File: config.mk
export PLATFORM = sky130hd
export DESIGN_NAME = ocmp_channel
export DESIGN_NICKNAME = d
export VERILOG_FILES = /design/src/rtl/ocmp_channel.sv
export SDC_FILE = /design/constraint.sdc
export NUM_CORES = 1
export LEC_CHECK = 0
export ABC_AREA = 1
export BUFFER_PORTS_ARGS = -buffer_cell sky130_fd_sc_hd__buf_4
export CAP_MARGIN = 0
export CORE_UTILIZATION = 51
export DETAILED_ROUTE_END_ITERATION = 12
export PLACE_DENSITY = 0.87
export SYNTH_ARGS = -nofsm -noshare
export SYNTH_HDL_FRONTEND = slang
export SYNTH_SLANG_ARGS = --single-unit
export TNS_END_PERCENT = 5
File: constraint.sdc
create_clock -name clk -period 1.62 [get_ports clk]
set_clock_uncertainty 0.2 [all_clocks]
set_input_delay 0.243 -clock clk [delete_from_list [all_inputs] [get_ports clk]]
set_output_delay 0.243 -clock clk [all_outputs]
set_load 0.05 [all_outputs]
File: src/rtl/ocmp_channel.sv
module ocmp_channel #(
  parameter int BW = 8,
  localparam int W = 2 * BW
) (
  input  logic          clk,
  input  logic          rst_n,
  input  logic          wr_hi,
  input  logic          wr_lo,
  input  logic [BW-1:0] wdata,
  input  logic          dbuf_en,
  input  logic          upd_at_top,
  input  logic          pwm_mode,
  input  logic [1:0]    com,
  input  logic          force_cmp,
  input  logic          flag_clr,
  input  logic          tick,
  input  logic [W-1:0]  cnt,
  input  logic          at_top,
  input  logic          at_bottom,
  input  logic          cnt_wr,
  output logic [W-1:0]  cmp_active,
  output logic [W-1:0]  cmp_view,
  output logic          wave_out,
  output logic          match_flag
);

  logic [BW-1:0] tmp_hi;
  logic [W-1:0]  buf_q, act_q;
  logic          blk_q, flag_q, wave_q, wave_nxt;

  wire [W-1:0] wr_word = {tmp_hi, wdata};
  wire hit    = tick && (cnt == act_q) && !blk_q;
  wire frc    = force_cmp && !pwm_mode;
  wire upd_pt = dbuf_en && tick && (upd_at_top ? at_top : at_bottom);

  always_ff @(posedge clk or negedge rst_n)
    if (!rst_n) tmp_hi <= '0;
    else if (wr_hi) tmp_hi <= wdata;

  always_ff @(posedge clk or negedge rst_n)
    if (!rst_n) buf_q <= '0;
    else if (wr_lo) buf_q <= wr_word;

  always_ff @(posedge clk or negedge rst_n)
    if (!rst_n) act_q <= '0;
    else if (wr_lo && !dbuf_en) act_q <= wr_word;
    else if (upd_pt) act_q <= buf_q;

  always_ff @(posedge clk or negedge rst_n)
    if (!rst_n) blk_q <= 1'b0;
    else if (cnt_wr) blk_q <= 1'b1;
    else if (tick) blk_q <= 1'b0;

  always_ff @(posedge clk or negedge rst_n)
    if (!rst_n) flag_q <= 1'b0;
    else if (hit) flag_q <= 1'b1;
    else if (flag_clr) flag_q <= 1'b0;

  always_comb
    case (com)
      2'b01:   wave_nxt = ~wave_q;
      2'b10:   wave_nxt = 1'b0;
      2'b11:   wave_nxt = 1'b1;
      default: wave_nxt = wave_q;
    endcase

  always_ff @(posedge clk or negedge rst_n)
    if (!rst_n) wave_q <= 1'b0;
    else if (hit || frc) wave_q <= wave_nxt;

  assign cmp_active = act_q;
  assign cmp_view   = dbuf_en ? buf_q : act_q;
  assign wave_out   = wave_q;
  assign match_flag = flag_q;

  p_hi_only_r1: assert property (@(posedge clk) disable iff (!rst_n)
    (wr_hi && !wr_lo && !upd_pt) |=> ($stable(act_q) && $stable(buf_q)));

  p_direct_r2: assert property (@(posedge clk) disable iff (!rst_n)
    (wr_lo && !dbuf_en) |=> (cmp_active == $past(wr_word)));

  p_dbuf_hold_r3: assert property (@(posedge clk) disable iff (!rst_n)
    (dbuf_en && !upd_pt) |=> $stable(cmp_active));

  p_flag_set_r4: assert property (@(posedge clk) disable iff (!rst_n)
    hit |=> match_flag);

  p_flag_sticky_r4: assert property (@(posedge clk) disable iff (!rst_n)
    (match_flag && !flag_clr) |=> match_flag);

  p_wave_idle_r5: assert property (@(posedge clk) disable iff (!rst_n)
    (!hit && !frc) |=> $stable(wave_out));

  p_force_noflag_r6: assert property (@(posedge clk) disable iff (!rst_n)
    (frc && !hit && !match_flag) |=> !match_flag);

  p_pwm_force_r7: assert property (@(posedge clk) disable iff (!rst_n)
    (pwm_mode && force_cmp && !hit) |=> $stable(wave_out));

  p_block_r8: assert property (@(posedge clk) disable iff (!rst_n)
    (blk_q && !match_flag) |=> !match_flag);

endmodule

# == Word level (Yosys, flattened, before mapping) ==
# Cells that the tools add are included.
# op_classes
add_sub_neg,0
mul,0
div_mod_pow,0
order_cmp,0
n_eq_ne,4
shift,0
n_mux,9
bitwise,1
reduce_logical,15
# ops
operator,count
2-to-1 mux 16 bit,3
== test 16 bit,1
logical AND 1 bit,6
nonzero test 2 bit,3
2-to-1 mux 1 bit,5
"== test 2 bit, second input constant",2
logical NOT 1 bit,3
one-hot mux 1 bit (3 select lines),1
nonzero test 3 bit,1
"== test 2 x 1 -> 1 bit, second input constant",1
AND reduction 2 bit,1
logical OR 1 bit,1
NOT 1 bit,1
# word_totals
regBits,43
latch_bits,0
ramBits,0
romBits,0
input_bits,39
out_inout_bits,34
wordCells,35
memories,0

# == Depth between registers and ports, before layout ==
# Gate-level depths: netlist (run 1).
# depth
depth_word,5
ltp_mapped,10
ltp_nobuf,10

# == Worst setup path before layout (run 1) ==
# OpenSTA, ideal clock, no wires.
# synth_timing
kind,register -> output
start,"reg act_q[11], in the netlist cmp_active[11]"
end,out cmp_view[11]
arrival_ns,1.889
t_required_ns,1.177
path_slack_ns,-0.712
stages_incl_launch_ff,3
path_buffers,0
cell_sequence,dfrtp_1 > inv_1 > o21ai_0
# synth_between
elab_chain_len,1
# synth_rtl
element,line,rtl
from (decl),28,"logic [W-1:0] buf_q, act_q;"
from (signal assigned),46,else if (wr_lo && !dbuf_en) act_q <= wr_word;
from (signal assigned),47,else if (upd_pt) act_q <= buf_q;
2-to-1 mux 16 bit,72,assign cmp_view = dbuf_en ? buf_q : act_q;
to (decl),22,"output logic [W-1:0] cmp_view,"
# Every way passes these cells.

# == Worst setup path in the final report (run 1) ==
# layout_timing
start,"reg act_q[4], in the netlist cmp_active[4]"
end,out cmp_view[4]
# Same word-level chain as after synthesis.

==> reports/qor.txt, run 1 <==
outcome = finished, final reports clean
sequential element share of the synthesized area = 0.4519
total wire length = 5951 um
Yosys warning total = 0
largest area contributor in the netlist = dfrtp_1
max_cap viols = 0
CP arrival = 1.12 ns
Residual DRC = 0
total CTS buffers = 5
total number of H-tree levels = 2
Critical Path Sink Type = output port
sequential share of power = 0.364
die span in x = 70.33 um
final critical-path share of the clock period = 0.9669
fillers = 334
antenna viol nets, final = 0
largest net degree at the start of global routing = 44
gr usage total = 0.2593
CP Class = reg -> out
PnR worst setup slack = 0.05357 ns
Die Y-Extent = 70.33 um
P_leak = 1.724 nW
RePlAce Congestion = 0.8120
flops & latches, synth = 43
CTS Buffer Depth = 2
Die ar. = 4946 um2
Area Overhead vs Synth = 39.20%
Yosys cell types = 26
most common cell after layout, fill and taps aside = nand2_1
Data required, critical path = 1.18 ns
CTS tree = done
# IOs = 73
antenna cells = 0
min cycle time layout = 1.566 ns
Worst Tran Pin Value = 0.5541 ns
clk root buf = clkbuf_8
register clock-pin slew on the reported worst setup and hold paths = 0.08 ns
Setup crit start kind = flip-flop
Critical Path Fanout Max = 3
Detailed Routing Iterations Pass 1 = 4
worst hold path type = in -> reg
port bufs = 72
Post-Synthesis Cells = 293
dominant cells by area after synthesis = dfrtp_1 45%, nand2_1 14%, o21ai_0 8.0%
max-slew violation count = 0
vias in the first global route = 2,281
Avg Cell Area, Syn = 8.126 um2
worst hold slack = 0.02231 ns
Rel. slew slack = 0.6306
initial DRC count = 142
Syn Nets = 332
hpwl dp = 4327 um
clock latency on the worst-skew pair = 0.30 ns
Mapped Area = 2381 um2
RSZ-0062 raised after global routing = no
Site Rows = 24
initial antenna violation count = 0
Setup violations, final = 0
maximum operating frequency = 638.4 MHz
Slowest Stage Delay on Critical Path = 0.42 ns
peak supply drop = 0.0008346 V
Core ar. = 4414 um2
final hold vios = 0
Clock Sinks = 43
Initial Util = 0.5394
power per cell area = 1101 nW/um2
CP max-delay cell = dfrtp_1
Final #Nets = 417
Clock power frac = 0.239
Vias = 2,195
NetSw = 0.001442 W
Power, Total = 0.003649 W
Internal Power = 0.002207 W
Sw Ratio = 0.3951
layout cells sized above 1 = 0.3694
routed len/inst = 13.81 um
worst slack, placed = 0.1096 ns
Core Util, Final = 0.7509
commonest non-fill, non-tap cells in the layout = 88 x nand2_1, 75 x buf_4, 46 x inv_1, 42 x dfrtp_1, 25 x o21ai_2
total grt overflow = 0
first-pass GRT wire length = 10,080 um
Comb power frac = 0.397
critical-path cell list = inv_1, o21ai_2, buf_4
Synth top area share = 0.4519
vias per cell = 5.093
[worst max-delay path: cells and delay by family, from the launching register on]
family / cells / cell delay, ns
compound gates: 1 / 0.11
flops: 1 / 0.42
buf+inv: 2 / 0.30
[final cells by class]
cell class | instances | area, um2 | share of cell area
inverter | 49 | 186.4 | 0.05625
tap | 52 | 65.06 | 0.01963
clock inverter | 2 | 35.03 | 0.01057
sequential | 43 | 1077 | 0.3250
multi-input combinational | 188 | 1111 | 0.3352
timing repair buffer | 91 | 757.0 | 0.2284
clock buffer | 6 | 82.58 | 0.02492
[final timing paths]
path                               start        endpoint  slack, ns  cells past startpoint
min                               com[0]        wave_out       0.02                      4
min reg2reg                    tmp_hi[7]       tmp_hi[7]       0.31                      1
max                        cmp_active[4]     cmp_view[4]       0.05                      3
min in group asynchronous          rst_n  cmp_active[12]       0.27                      2
max reg2reg                cmp_active[6]        wave_out       0.10                      9
max in group asynchronous          rst_n   cmp_active[9]       0.53                      2
[power by group through the flow]
stage               sequential, W  clock (W)  combinational, W
floorplan                 0.00160          0          0.000698
global placement          0.00134          0           0.00138
detailed placement        0.00135          0           0.00141
CTS                       0.00132   0.000890           0.00144
global route              0.00135   0.000916           0.00155
finish                    0.00133   0.000874           0.00145
[layer usage]
| metal | share of wire | track usage | vias to the layer above |
|---|---|---|---|
| met2 | 0.54 | 0.4709 | 51 |
| met1 | 0.41 | 0.3023 | 1039 |
| met5 | 0 | 0 | - |
| met4 | 0.017 | 0.09111 | 0 |
| met3 | 0.040 | 0.04762 | 10 |
| li1 | - | - | 1095 |
[registers in the layout, indices dropped and copies added (netlist names)]
| signal | count |
|---|---|
| blk_q | 1 |
| buf_q | 16 |
| cmp_active | 16 |
| match_flag | 1 |
| tmp_hi | 8 |
| wave_out | 1 |
[metrics by stage]
step	instances	instance area [um2]	setup TNS (ns)
finish	431	3314	0
global route	431	3314	0
CTS	430	3296	0
detailed placement	410	3058	0
global placement	410	3058	0
floorplan	293	2450	-1.073
[cell families (layout without fill, tap and decap cells)]
kind of cell              Yosys count  count (layout)  share of synthesized area
DFF                                43              43                     0.4519
muxes                               8               8                    0.03731
xor gates and xnor gates            5               5                    0.01839
AOI/OAI and AO/OA                  69              69                     0.2018
and+or+nand+nor                   106             106                     0.1787
buffers and inverters              62             148                     0.1119
[synth_stat cells]
cell type  count
buf_4          3
o21ai_0       38
buf_6          2
nor2_1        10
o21ai_4        1
mux2_2         7
nand2_1       88
o211ai_1       2
a21oi_1        1
o21ai_2       10
o211ai_2      10
o21bai_1       1
o21ai_1        3
or2_2          1
nand2_2        1
clkbuf_1       4
nor2_8         1
inv_4          1
xnor2_1        5
buf_2          4
dfrtp_1       43
inv_2          1
o22ai_1        3
inv_1         47
mux2i_1        1
nand3_1        5
[what timing repair did]
action / in CTS / in global routing
hold buffers: 12 / 0
hold endpoints to repair: 55 / 0
resized for setup: 0 / 5
buffers inserted: 0 / 1
setup endpoints to repair: 0 / 3
(Power assumes the default switching activity.)
==> run 2, diff against run 1 <==
--- a/config.mk
+++ b/config.mk
@@ -8,9 +8,10 @@
 export ABC_AREA = 1
 export BUFFER_PORTS_ARGS = -buffer_cell sky130_fd_sc_hd__buf_4
 export CAP_MARGIN = 0
-export CORE_UTILIZATION = 51
+export CORE_UTILIZATION = 45
 export DETAILED_ROUTE_END_ITERATION = 12
-export PLACE_DENSITY = 0.87
+export PLACE_DENSITY = 0.79
+export RECOVER_POWER = 100
 export SYNTH_ARGS = -nofsm -noshare
 export SYNTH_HDL_FRONTEND = slang
 export SYNTH_SLANG_ARGS = --single-unit
==> run 2 against run 1 <==
Clock-buffer cell count up 1. First-iteration DRC count down 14%. Worst setup slack better by 0.0030 ns. Final cell count up 4.2%. Non-clock buffer count unchanged. Clock power down 25%. Cell area down 4.3%. Routed wire length down 5.6%. Global-route usage down 3.6 points. Hold slack better by 0.0079 ns. Sequential power about the same. Sequential share of layout area up 1.4 points.
==> reports/qor.txt, run 2 (synthesis results as in run 1) <==
Worst Tran Pin Value = 0.5849 ns (+0.03088 ns)
CP Class = reg -> out
Site Rows = 26 (+8.3%)
# IOs = 73 (unchanged)
P_leak = 1.630 nW (-5.5%)
vias in the first global route = 1,980 (-13%)
CP arrival = 1.12 ns (about the same)
worst hold path type = in -> reg
layout cells sized above 1 = 0.3140 (-0.05541)
outcome = finished, final reports clean
Core ar. = 5107 um2 (+16%)
Final #Nets = 417 (unchanged)
total wire length = 5618 um (-5.6%)
Setup crit start kind = flip-flop
fillers = 448 (+34%)
Critical Path Sink Type = output port
buffers and inverters on the worst path = 2 (unchanged)
Initial Util = 0.4662 (-0.07321)
total number of H-tree levels = 2 (unchanged)
antenna viol nets, final = 0 (unchanged)
max-slew violation count = 0 (unchanged)
RSZ-0062 raised after global routing = no
Power, Total = 0.003335 W (-8.6%)
total CTS buffers = 5 (unchanged)
hold path start = com[0]
Clock power frac = 0.197 (-0.042)
maximum operating frequency = 639.6 MHz (+0.19%)
Detailed Routing Iterations Pass 1 = 4 (unchanged)
Data required, critical path = 1.18 ns (about the same)
NetSw = 0.001392 W (-3.4%)
placed cell count = 428 (+4.4%)
register clock-pin slew on the reported worst setup and hold paths = 0.08 ns (about the same)
FF-to-FF Start = cmp_active[8]
CP max-delay cell = dfrtp_1
reg-to-reg setup timing slack = 0.12 ns (+0.02 ns)
vias per cell = 4.835 (-5.1%)
critical-path cell list = inv_1, o21ai_2, buf_6
gr usage total = 0.2230 (-0.03630)
CTS Buffer Depth = 2 (unchanged)
Die Y-Extent = 74.74 um (+6.3%)
hpwl dp = 4207 um (-2.8%)
min cycle time layout = 1.563 ns (-0.003026 ns)
power per cell area = 1051 nW/um2 (-4.6%)
first-pass GRT wire length = 9059 um (-10%)
total grt overflow = 0 (unchanged)
CP delay by family, top = flip-flops
Vias = 2,171 (-1.1%)
clock latency on the worst-skew pair = 0.30 ns (about the same)
RePlAce Congestion = 0.8775 (+8.1%)
Critical Path Fanout Max = 3 (unchanged)
routed len/inst = 12.51 um (-9.4%)
initial DRC count = 122 (-14%)
most common cell after layout, fill and taps aside = nand2_1
final hold vios = 0 (unchanged)
worst hold slack = 0.03021 ns (+0.007895 ns)
max_cap viols = 0 (unchanged)
Slowest Stage Delay on Critical Path = 0.41 ns (about the same)
Die ar. = 5586 um2 (+13%)
Cell Count, Final, Fillers Out = 449 (+4.2%)
Rel. slew slack = 0.6100 (-0.02059)
die span in x = 74.74 um (+6.3%)
Residual DRC = 0 (unchanged)
Internal Power = 0.001942 W (-12%)
port bufs = 72 (unchanged)
Comb power frac = 0.408 (+0.011)
Sw Ratio = 0.4175 (+0.02239)
largest net degree at the start of global routing = 44 (unchanged)
initial antenna violation count = 0 (unchanged)
clk root buf = clkbuf_8
sequential share of power = 0.394 (+0.030)
peak supply drop = 0.0005904 V (-29%)
commonest non-fill, non-tap cells in the layout = 88 x nand2_1, 46 x inv_1, 42 x dfrtp_1, 39 x buf_4, 24 x o21ai_2
Clock Sinks = 43 (unchanged)
antenna cells = 0 (unchanged)
CTS tree = done
Setup violations, final = 0 (unchanged)
Area Overhead vs Synth = 33.26%
post-route setup TNS = 0 ns (unchanged)
worst setup path startpoint = cmp_active[2]
final critical-path share of the clock period = 0.9651 (-0.001868)
==> run 2: cell types whose count changed in the layout (fill, tap and decap cells not counted), moves of 2 or more <==
cell      previous run  this run
buf_4               75        39
clkbuf_1             0        10
clkbuf_2             0        20
clkbuf_4             0         7
nor2_1               8        10
nor2_2               2         0
o211ai_1             2        11
o211ai_2            10         1
==> run 2: area by class of cell <==
class                           count  area, um2  share of cell area
Clock buffer                        7      76.32             0.02405
Tap cell                           70      87.58             0.02760
Inverter                           49      186.4             0.05875
Clock inverter                      1      5.005            0.001577
Timing Repair Buffer               91      678.2              0.2137
Multi-Input combinational cell    188       1062              0.3348
Sequential cell                    43       1077              0.3395
==> run 2: metal layers <==
metal	track usage	vias to the layer above	wire, um
met5	0	-	0
met4	0.1027	0	148
met3	0.05221	11	201
met2	0.3634	52	2786
met1	0.2825	1009	2480
li1	-	1099	-
==> run 2: final timing paths <==
check / end / depth (start not counted)
worst min register to register: tmp_hi[4] / 1
max in group asynchronous: cmp_active[9] / 2
min in group asynchronous: buf_q[4] / 2
worst max register to register: wave_out / 7
worst max-delay path: cmp_view[2] / 3
worst min-delay path: wave_out / 4
==> run 2: worst reg2reg max path: cells and delay by family, from the launching register on <==
family	cells	cell delay, ns
flip-flops	1	0.40
XOR/XNOR	1	0.14
AND/OR/NAND/NOR	5	0.50
buffers and inverters	1	0.15
==> run 2: stage by stage <==
step / utilization / setup slack, ns / area [um2]
3_3_place_gp: 0.6056 / 0.1364 / 3093
3_5_place_dp: 0.6056 / 0.1157 / 3093
5_1_grt: 0.6213 / 0.0007431 / 3173
4_1_cts: 0.6450 / 0.007374 / 3294
6_report: 0.6213 / 0.05660 / 3173
2_1_floorplan: - / -0.08424 / 2450
==> run 2: timing repair <==
action | CTS | global route
resized for setup | 0 | 6
endpoints found under the setup margin | 0 | 5
hold buffers | 12 | 0
setup buffers | 0 | 1
hold endpoints to repair | 54 | 0
==> run 2: power by group through the flow <==
stage	registers, W	clock network [W]	logic [W]
floorplan	0.00160	0	0.000698
detailed placement	0.00134	0	0.00142
global placement	0.00134	0	0.00140
CTS	0.00132	0.000672	0.00144
finish	0.00132	0.000658	0.00136
global route	0.00133	0.000718	0.00147
